`config.mk`:
```
export PLATFORM = sky130hd
export DESIGN_NAME = pcm_tx_port
export DESIGN_NICKNAME = d
export VERILOG_FILES = /design/src/rtl/pcm_tx_pkg.sv /design/src/rtl/pcm_tx_pwr_mon.sv /design/src/rtl/pcm_tx_shifter.sv /design/src/rtl/pcm_tx_port.sv
export SDC_FILE = /design/constraint.sdc
export NUM_CORES = 1
export LEC_CHECK = 0
export BUFFER_PORTS_ARGS = -buffer_cell sky130_fd_sc_hd__buf_2
export CORE_MARGIN = 2
export CORE_UTILIZATION = 45
export DETAILED_ROUTE_END_ITERATION = 7
export GPL_TIMING_DRIVEN = 0
export HOLD_SLACK_MARGIN = 0.15
export PLACE_DENSITY_LB_ADDON = 0.2
export SLEW_MARGIN = 20
export SYNTH_ARGS = -nofsm -noshare
export SYNTH_HDL_FRONTEND = slang
export SYNTH_SLANG_ARGS = --single-unit
```
`constraint.sdc`:
```
create_clock -name clk -period 2.2 [get_ports clk]
set_input_delay 0.33 -clock clk [delete_from_list [all_inputs] [get_ports clk]]
set_output_delay 0.33 -clock clk [all_outputs]
set_load 0.005 [all_outputs]
```
`src/rtl/pcm_tx_pkg.sv`:
```
package pcm_tx_pkg;

  typedef enum logic [1:0] {
    SL_IDLE  = 2'd0,
    SL_ARMED = 2'd1,
    SL_SHIFT = 2'd2
  } slot_state_t;

endpackage

```
`src/rtl/pcm_tx_pwr_mon.sv`:
```
module pcm_tx_pwr_mon #(
  parameter int PDN_CYCLES   = 1000,
  parameter int SYNC_TIMEOUT = 4000
) (
  input  logic clk,
  input  logic rst,
  input  logic pdn_n,
  input  logic sync_rise,
  output logic pdn_hit,
  output logic sync_dead
);
  localparam int PW = $clog2(PDN_CYCLES + 1);
  localparam int AW = $clog2(SYNC_TIMEOUT + 1);
  localparam logic [PW-1:0] PDN_MAX = PW'(PDN_CYCLES);
  localparam logic [PW-1:0] PDN_THR = PW'(PDN_CYCLES - 1);
  localparam logic [AW-1:0] AGE_MAX = AW'(SYNC_TIMEOUT);
  localparam logic [AW-1:0] AGE_THR = AW'(SYNC_TIMEOUT - 1);

  logic [PW-1:0] low_run;
  logic [AW-1:0] sync_age;

  always_ff @(posedge clk) begin
    if (rst) begin
      low_run <= '0;
      pdn_hit <= 1'b0;
    end else if (!pdn_n) begin
      if (low_run != PDN_MAX) low_run <= low_run + 1'b1;
      pdn_hit <= (low_run >= PDN_THR);
    end else begin
      low_run <= '0;
      pdn_hit <= 1'b0;
    end
  end

  always_ff @(posedge clk) begin
    if (rst) begin
      sync_age  <= '0;
      sync_dead <= 1'b0;
    end else if (sync_rise) begin
      sync_age  <= '0;
      sync_dead <= 1'b0;
    end else begin
      if (sync_age != AGE_MAX) sync_age <= sync_age + 1'b1;
      sync_dead <= (sync_age >= AGE_THR);
    end
  end

endmodule

```
`src/rtl/pcm_tx_shifter.sv`:
```
module pcm_tx_shifter
  import pcm_tx_pkg::*;
#(
  parameter int WORD_W = 8
) (
  input  logic              clk,
  input  logic              rst,
  input  logic              halt,
  input  logic              bclk_lvl,
  input  logic              bclk_rise,
  input  logic              sync_rise,
  input  logic              alaw_en,
  input  logic [WORD_W-1:0] sample_in,
  output logic              pcm_data,
  output logic              pcm_oe
);
  localparam int CW = $clog2(WORD_W + 1);
  localparam logic [CW-1:0] LAST = CW'(WORD_W);

  slot_state_t       state;
  logic [CW-1:0]     sent;
  logic [WORD_W-1:0] shreg;
  logic [WORD_W-1:0] coded;

  // Bit number n counts from the MSB (n = WORD_W - i); even n is inverted
  for (genvar i = 0; i < WORD_W; i++) begin : g_code
    if (((WORD_W - i) % 2) == 0) begin : g_inv
      assign coded[i] = sample_in[i] ^ alaw_en;
    end else begin : g_pass
      assign coded[i] = sample_in[i];
    end
  end

  always_ff @(posedge clk) begin
    if (rst || halt) begin
      state    <= SL_IDLE;
      sent     <= '0;
      shreg    <= '0;
      pcm_data <= 1'b0;
      pcm_oe   <= 1'b0;
    end else if (sync_rise) begin
      if (bclk_lvl) begin
        state    <= SL_SHIFT;
        sent     <= CW'(1);
        shreg    <= coded << 1;
        pcm_data <= coded[WORD_W-1];
        pcm_oe   <= 1'b1;
      end else begin
        state    <= SL_ARMED;
        sent     <= '0;
        shreg    <= coded;
        pcm_data <= 1'b0;
        pcm_oe   <= 1'b0;
      end
    end else if (bclk_rise) begin
      case (state)
        SL_ARMED, SL_SHIFT: begin
          if (sent == LAST) begin
            state    <= SL_IDLE;
            sent     <= '0;
            pcm_data <= 1'b0;
            pcm_oe   <= 1'b0;
          end else begin
            state    <= SL_SHIFT;
            sent     <= sent + 1'b1;
            shreg    <= shreg << 1;
            pcm_data <= shreg[WORD_W-1];
            pcm_oe   <= 1'b1;
          end
        end
        default: begin
          pcm_data <= 1'b0;
          pcm_oe   <= 1'b0;
        end
      endcase
    end
  end

endmodule

```
`src/rtl/pcm_tx_port.sv`:
```
module pcm_tx_port #(
  parameter int WORD_W       = 8,
  parameter int PDN_CYCLES   = 1000,
  parameter int SYNC_TIMEOUT = 4000
) (
  input  logic              clk,
  input  logic              rst,
  input  logic              tx_bclk,
  input  logic              tx_sync,
  input  logic              alaw_en,
  input  logic              pdn_n,
  input  logic [WORD_W-1:0] sample_in,
  output logic              pcm_data,
  output logic              pcm_oe,
  output logic              tx_pwrdn
);
  logic bclk_q, sync_q;
  logic bclk_rise, sync_rise;
  logic pdn_hit, sync_dead;

  always_ff @(posedge clk) begin
    if (rst) begin
      bclk_q <= 1'b0;
      sync_q <= 1'b0;
    end else begin
      bclk_q <= tx_bclk;
      sync_q <= tx_sync;
    end
  end

  assign bclk_rise = tx_bclk & ~bclk_q;
  assign sync_rise = tx_sync & ~sync_q;
  assign tx_pwrdn  = pdn_hit | sync_dead;

  pcm_tx_pwr_mon #(
    .PDN_CYCLES  (PDN_CYCLES),
    .SYNC_TIMEOUT(SYNC_TIMEOUT)
  ) u_pwr (
    .clk      (clk),
    .rst      (rst),
    .pdn_n    (pdn_n),
    .sync_rise(sync_rise),
    .pdn_hit  (pdn_hit),
    .sync_dead(sync_dead)
  );

  pcm_tx_shifter #(
    .WORD_W(WORD_W)
  ) u_shift (
    .clk      (clk),
    .rst      (rst),
    .halt     (tx_pwrdn),
    .bclk_lvl (tx_bclk),
    .bclk_rise(bclk_rise),
    .sync_rise(sync_rise),
    .alaw_en  (alaw_en),
    .sample_in(sample_in),
    .pcm_data (pcm_data),
    .pcm_oe   (pcm_oe)
  );

endmodule

```
# == Word-level counts from Yosys, hierarchy flattened ==
# Index checks and enable logic that the tools add are counted.
# totals
reg_bits,42
input_bits,14
output_inout_bits,3
wordCells,64
# op_classes
add_sub_neg,3
n_lt_le_gt_ge,2
eq_ne,6
n_mux,25
bitwise,9
reduce_logical,8
# ops
cell,n
$mux W8,5
$mux W4,4
$add A12 B1 Y12 const B,1
$ge A12 B12 Y1 const B,1
$ne A12 B12 Y1 const B,1
$mux W1,11
$add A10 B1 Y10 const B,1
$ge A10 B10 Y1 const B,1
$mux W2,5
$ne A10 B10 Y1 const B,1
$reduce_or A2 Y1,3
$add A4 B1 Y4 const B,1
$eq A4 B4 Y1 const B,1
$reduce_bool A2 Y1,2
$xor A1 B1 Y1,4
$reduce_and A3 Y1,1
$and A1 B1 Y1,2
$eq A2 B1 Y1 const B,1
$eq A2 B2 Y1 const B,1
$ne A2 B2 Y1 const B,1
$not A1 Y1,2
$reduce_and A2 Y1,1
$logic_or A1 B1 Y1,1
$or A1 B1 Y1,1

# == Logic depth before layout (Yosys ltp) ==
# logic_depth
ltp_word,5
depth_mapped,7
mapped_depth_nobuf,6

# == Modules after synthesis ==
# Synthesis repeated with hierarchy kept, for this count alone.
# hier_totals
cells_unflattened,248
area_unflattened_um2,2178.3
# modules_own_cells
mod,n_inst,cells_each,area_per_inst_um2,seq_area_each_um2
pcm_tx_pwr_mon,1,141,1216.2,480.5
pcm_tx_shifter,1,100,890.9,320.3
pcm_tx_port,1,7,71.3,40.0

# == Worst setup path after synthesis ==
# OpenSTA, ideal clock, no wires.
# synth_timing
path_kind,register to register
startpoint,register u_shift.sent[0]
endpoint,register u_shift.shreg[6]
setup_time_ps,123
arrival_ps,1311
required_ps,2077
path_slack_ps,766
path_stages_with_launch,7
n_path_buf,1
synth_period_minus_slack_ps,1434
cell_sequence,dfxtp_1 -> inv_1 -> ha_1 -> and3b_1 -> o31ai_4 -> buf_4 -> a31oi_1
# synth_between
elab_chain_cells,3
# synth_lines
element,line_no,source
start: declaration,pcm_tx_shifter.sv:21,logic [CW-1:0] sent;
start signal: assignment,pcm_tx_shifter.sv:65,sent <= sent + 1'b1;
$eq A4 B4 Y1,pcm_tx_shifter.sv:58,if (sent == LAST) begin
$ne A2 B2 Y1 (no line),--,
$reduce_and A3 Y1 (no line),--,
end signal: assignment,pcm_tx_shifter.sv:45,shreg <= coded << 1;
end signal: assignment,pcm_tx_shifter.sv:51,shreg <= coded;
end signal: assignment,pcm_tx_shifter.sv:66,shreg <= shreg << 1;
end: declaration,pcm_tx_shifter.sv:22,logic [WORD_W-1:0] shreg;
# Every way passes these cells.
# A chain may end at the register's enable or synchronous reset.

# == Final worst setup path ==
# layout_timing
startpoint,register u_shift.sent[0]
endpoint,register u_shift.state[1]
# layout_between
elab_chain_cells,5
# layout_lines
element,line_no,source
$eq A4 B4 Y1,pcm_tx_shifter.sv:58,
$mux W2,pcm_tx_shifter.sv:58,
$mux W2,pcm_tx_shifter.sv:56,case (state)
$mux W2,pcm_tx_shifter.sv:55,end else if (bclk_rise) begin
$mux W2,pcm_tx_shifter.sv:41,end else if (sync_rise) begin
end signal: assignment,pcm_tx_shifter.sv:43,state <= SL_SHIFT;
end signal: assignment,pcm_tx_shifter.sv:59,state <= SL_IDLE;
end signal: assignment,pcm_tx_shifter.sv:64,state <= SL_SHIFT;
end: declaration,pcm_tx_shifter.sv:20,slot_state_t state;
# Every way passes these cells. The select of a mux whose other input is x is not followed.

==> impl_metrics.toml <==
[setup_path]
cpLargestDelayFamily = "compound AO/OA/AOI/OAI gates"
critical_path_arrival_ps = 1940
crit_chain = "inv_1 > ha_1 > and3b_1 > o31ai_4 > buf_4 > a21oi_1 > nor2_1"
worstSetupPathType = "flop to flop"
rr_endpoint = "u_shift.state[1]"
cp_max_fo = 10
r2r_cells = 7
worst_setup_path_start_kind = "flop"
cp_slowest_cell = "dfxtp_1"
endpoint_kind = "flop"
ff2ff_setup_slack_ps = 490
rr_startpoint = "u_shift.sent[0]"
slowest_delay_ps = 390
path_buf_inv = 2
required_ps = 2430

[cts]
cts_tree = "built"
hold_buffers = 0
clkSinkCount = 42
postCtsSetupBuffers = 0
cts-buffers-inserted = 5
cts_resized = 0
clockBufferDepth = 2
cts-root-buf = "clkbuf_8"
clkTransAtPathRegs_ps = 80
htreeDepth = 2
clkLatencyLatePin_ps = 290

[timing]
finalSetupViolCount = 0
skew_ps = 8.85
max_freq_mhz = 586
hold_violations = 0
drv_slew = 0
holdWs_ps = 266
worst_slew_pin_slew_ps = 433
min_period_ps = 1710
setup_ws_ps = 493
fin_crit_sh_pct = 77.6
rsz0062_at_grt = "no"
slew-limit-headroom_pct = 70.8
timing.setup.tns_ps = 0

[logic_synthesis]
synth-simple-area-share_pct = 25.0
synth_nets = 256
synth-seq-area-share_pct = 42.1
syn-instance-count = 236
synth_top_family_by_area = "simple AND/OR/NAND/NOR gates"
synth_area_um2 = 2000
synth.avg_cell_area_um2 = 8.47
synth_top_area_share_pct = 42.1
synth.area.top_cells = "dfxtp_1, xnor2_1, nor2_1, a21oi_1, ha_1"
muxShareOfSynthArea_pct = 1.50
yosysMostFrequentCell = "dfxtp_1"
synthAdderAreaFrac_pct = 3.76
synthXorXnorAreaFrac_pct = 9.20
synth_top_area_cell = "dfxtp_1"
synth_compound_area_share_pct = 15.2
async_flop_share_pct = 0
synth-edff-count = 0
ys_ff_latch = 42
synth_common_cells = "dfxtp_1, nor2_1, a21oi_1, nand2_1, xnor2_1"
yosysWarnings = 0
synth-main-ff-cell = "dfxtp_1"
synth_cell_types = 38

[finish]
finalNonFillerCells = 311
fin_area_um2 = 2220
drive_gt1_share_pct = 12.7
syn2layout_area_growth_pct = 11.2
finalNetCount = 279
final_util_pct = 51.4
antenna_cells = 0

[route]
via_per_inst = 5.19
finalWirelength_mm = 3.62
vias = 1614
dr.pass1.iters = 4
drt_iter0_drc = 70
final_antenna_net_count = 0
drc = 0
wire_per_inst_um = 11.6

[run]
drv_cap = 0

[floorplanning]
fp.dieH_um = 70.6
io_pins = 17
die_area_um2 = 4990
core.rowCount = 24
initial_core_util_pct = 46.2
fp.dieW_um = 70.6
core_area_um2 = 4320

[power]
totalPowerFinal_mw = 1.43
peakVddDrop_mv = 0.332
power_leakage_nw = 0.809
power.density_nw_per_um2 = 645

[global_routing]
grt_usage_pct = 16.2
grt-ovfl-total = 0
grt_start_max_net_pins = 13
first_global_vias = 1514
grt_antenna_before_repair = 0
grt_pass1_wl_mm = 6.56

[worst_hold_path]
worstHoldPathType = "input pin to flop"
min_path_cells = 2
holdPathEnd = "bclk_q"
hp-start = "rst"

[placed_design]
placed_area_um2 = 2140
gp_congestion = 0.767
dp_hpwl_mm = 2.60
dp.cells = 304
post-place-ws_ps = 531
io_buffer_count = 16

[status]
status = "finished, final reports clean"
-- layout by cell type, fill, tap and decap left out, types with 3 or more instances in the layout --
cell	n
clkbuf_1	4
nor3_1	6
nand2_1	18
dfxtp_1	42
clkbuf_8	5
nor2b_1	4
xnor2_1	15
mux2i_1	3
ha_1	6
buf_2	18
a211oi_1	8
a31oi_1	3
xor2_1	6
o21ai_0	13
nand3_1	10
nand2b_1	4
inv_1	9
or3_1	6
a21oi_1	21
nor2_1	33
-- report_power, final --
group          leakage (nW)  switching (mW)  internal (mW)
logic                 0.423          0.0908         0.0647
registers             0.342          0.0196          0.788
clock network        0.0438           0.256          0.213
total                 0.809           0.366           1.07
-- cells by family (layout without fill, tap and decap cells) --
kind of cell	Yosys count	in the layout
AND/OR/NAND/NOR	98	98
AO/OA/AOI/OAI	50	50
flip-flops	42	42
XOR/XNOR	21	21
buffers and inverters	16	39
adder cells (fa/ha/maj)	6	6
multiplexers	3	3
-- worst max path at each step --
stage	from	end	slack, ps	depth (start not counted)
after CTS	u_shift.sent[0]	u_shift.state[1]	500	7
after global routing	u_shift.sent[0]	u_shift.pcm_oe	360	7
after floorplan	u_shift.sent[0]	u_shift.shreg[6]	770	6
after detailed placement	u_shift.sent[0]	u_shift.state[1]	530	7
final	u_shift.sent[0]	u_shift.state[1]	490	7
after global placement	u_shift.sent[0]	u_shift.shreg[6]	520	6
-- flip-flops by register name, summed over array words and instances, names as in the netlist, 2 cells and up --
| register | cells |
|---|---|
| u_pwr.sync_age | 12 |
| u_pwr.low_run | 10 |
| u_shift.sent | 4 |
| u_shift.state | 2 |
| u_shift.shreg | 8 |
-- layout make-up --
cell class	instances	area [um^2]
plain buffers	7	32.5
clock buffers	5	68.8
clock inverters	2	10.0
fillers	411	2100
inverters	9	33.8
multi-input cells	178	1090
flip-flops and latches	42	841
well taps	52	65.1
repair buffers	16	80.1
-- per-layer routing --
metal | up-vias | track usage [%] | share of wire (%)
met5 | - | 0 | 0
met4 | 0 | 6.50 | 1.3
met3 | 4 | 4.42 | 4.6
met2 | 30 | 25.5 | 43
met1 | 721 | 21.2 | 51
li1 | 859 | - | -
-- worst reg2reg max path: cells and delay by family, from the launching register on --
kind / cells / cell delay [ps]
adders and majority gates: 1 / 200
buffers and inverters: 2 / 330
AOI/OAI and AO/OA: 2 / 420
DFF: 1 / 390
and+or+nand+nor: 2 / 310
Power figures use the tool's default switching activity.
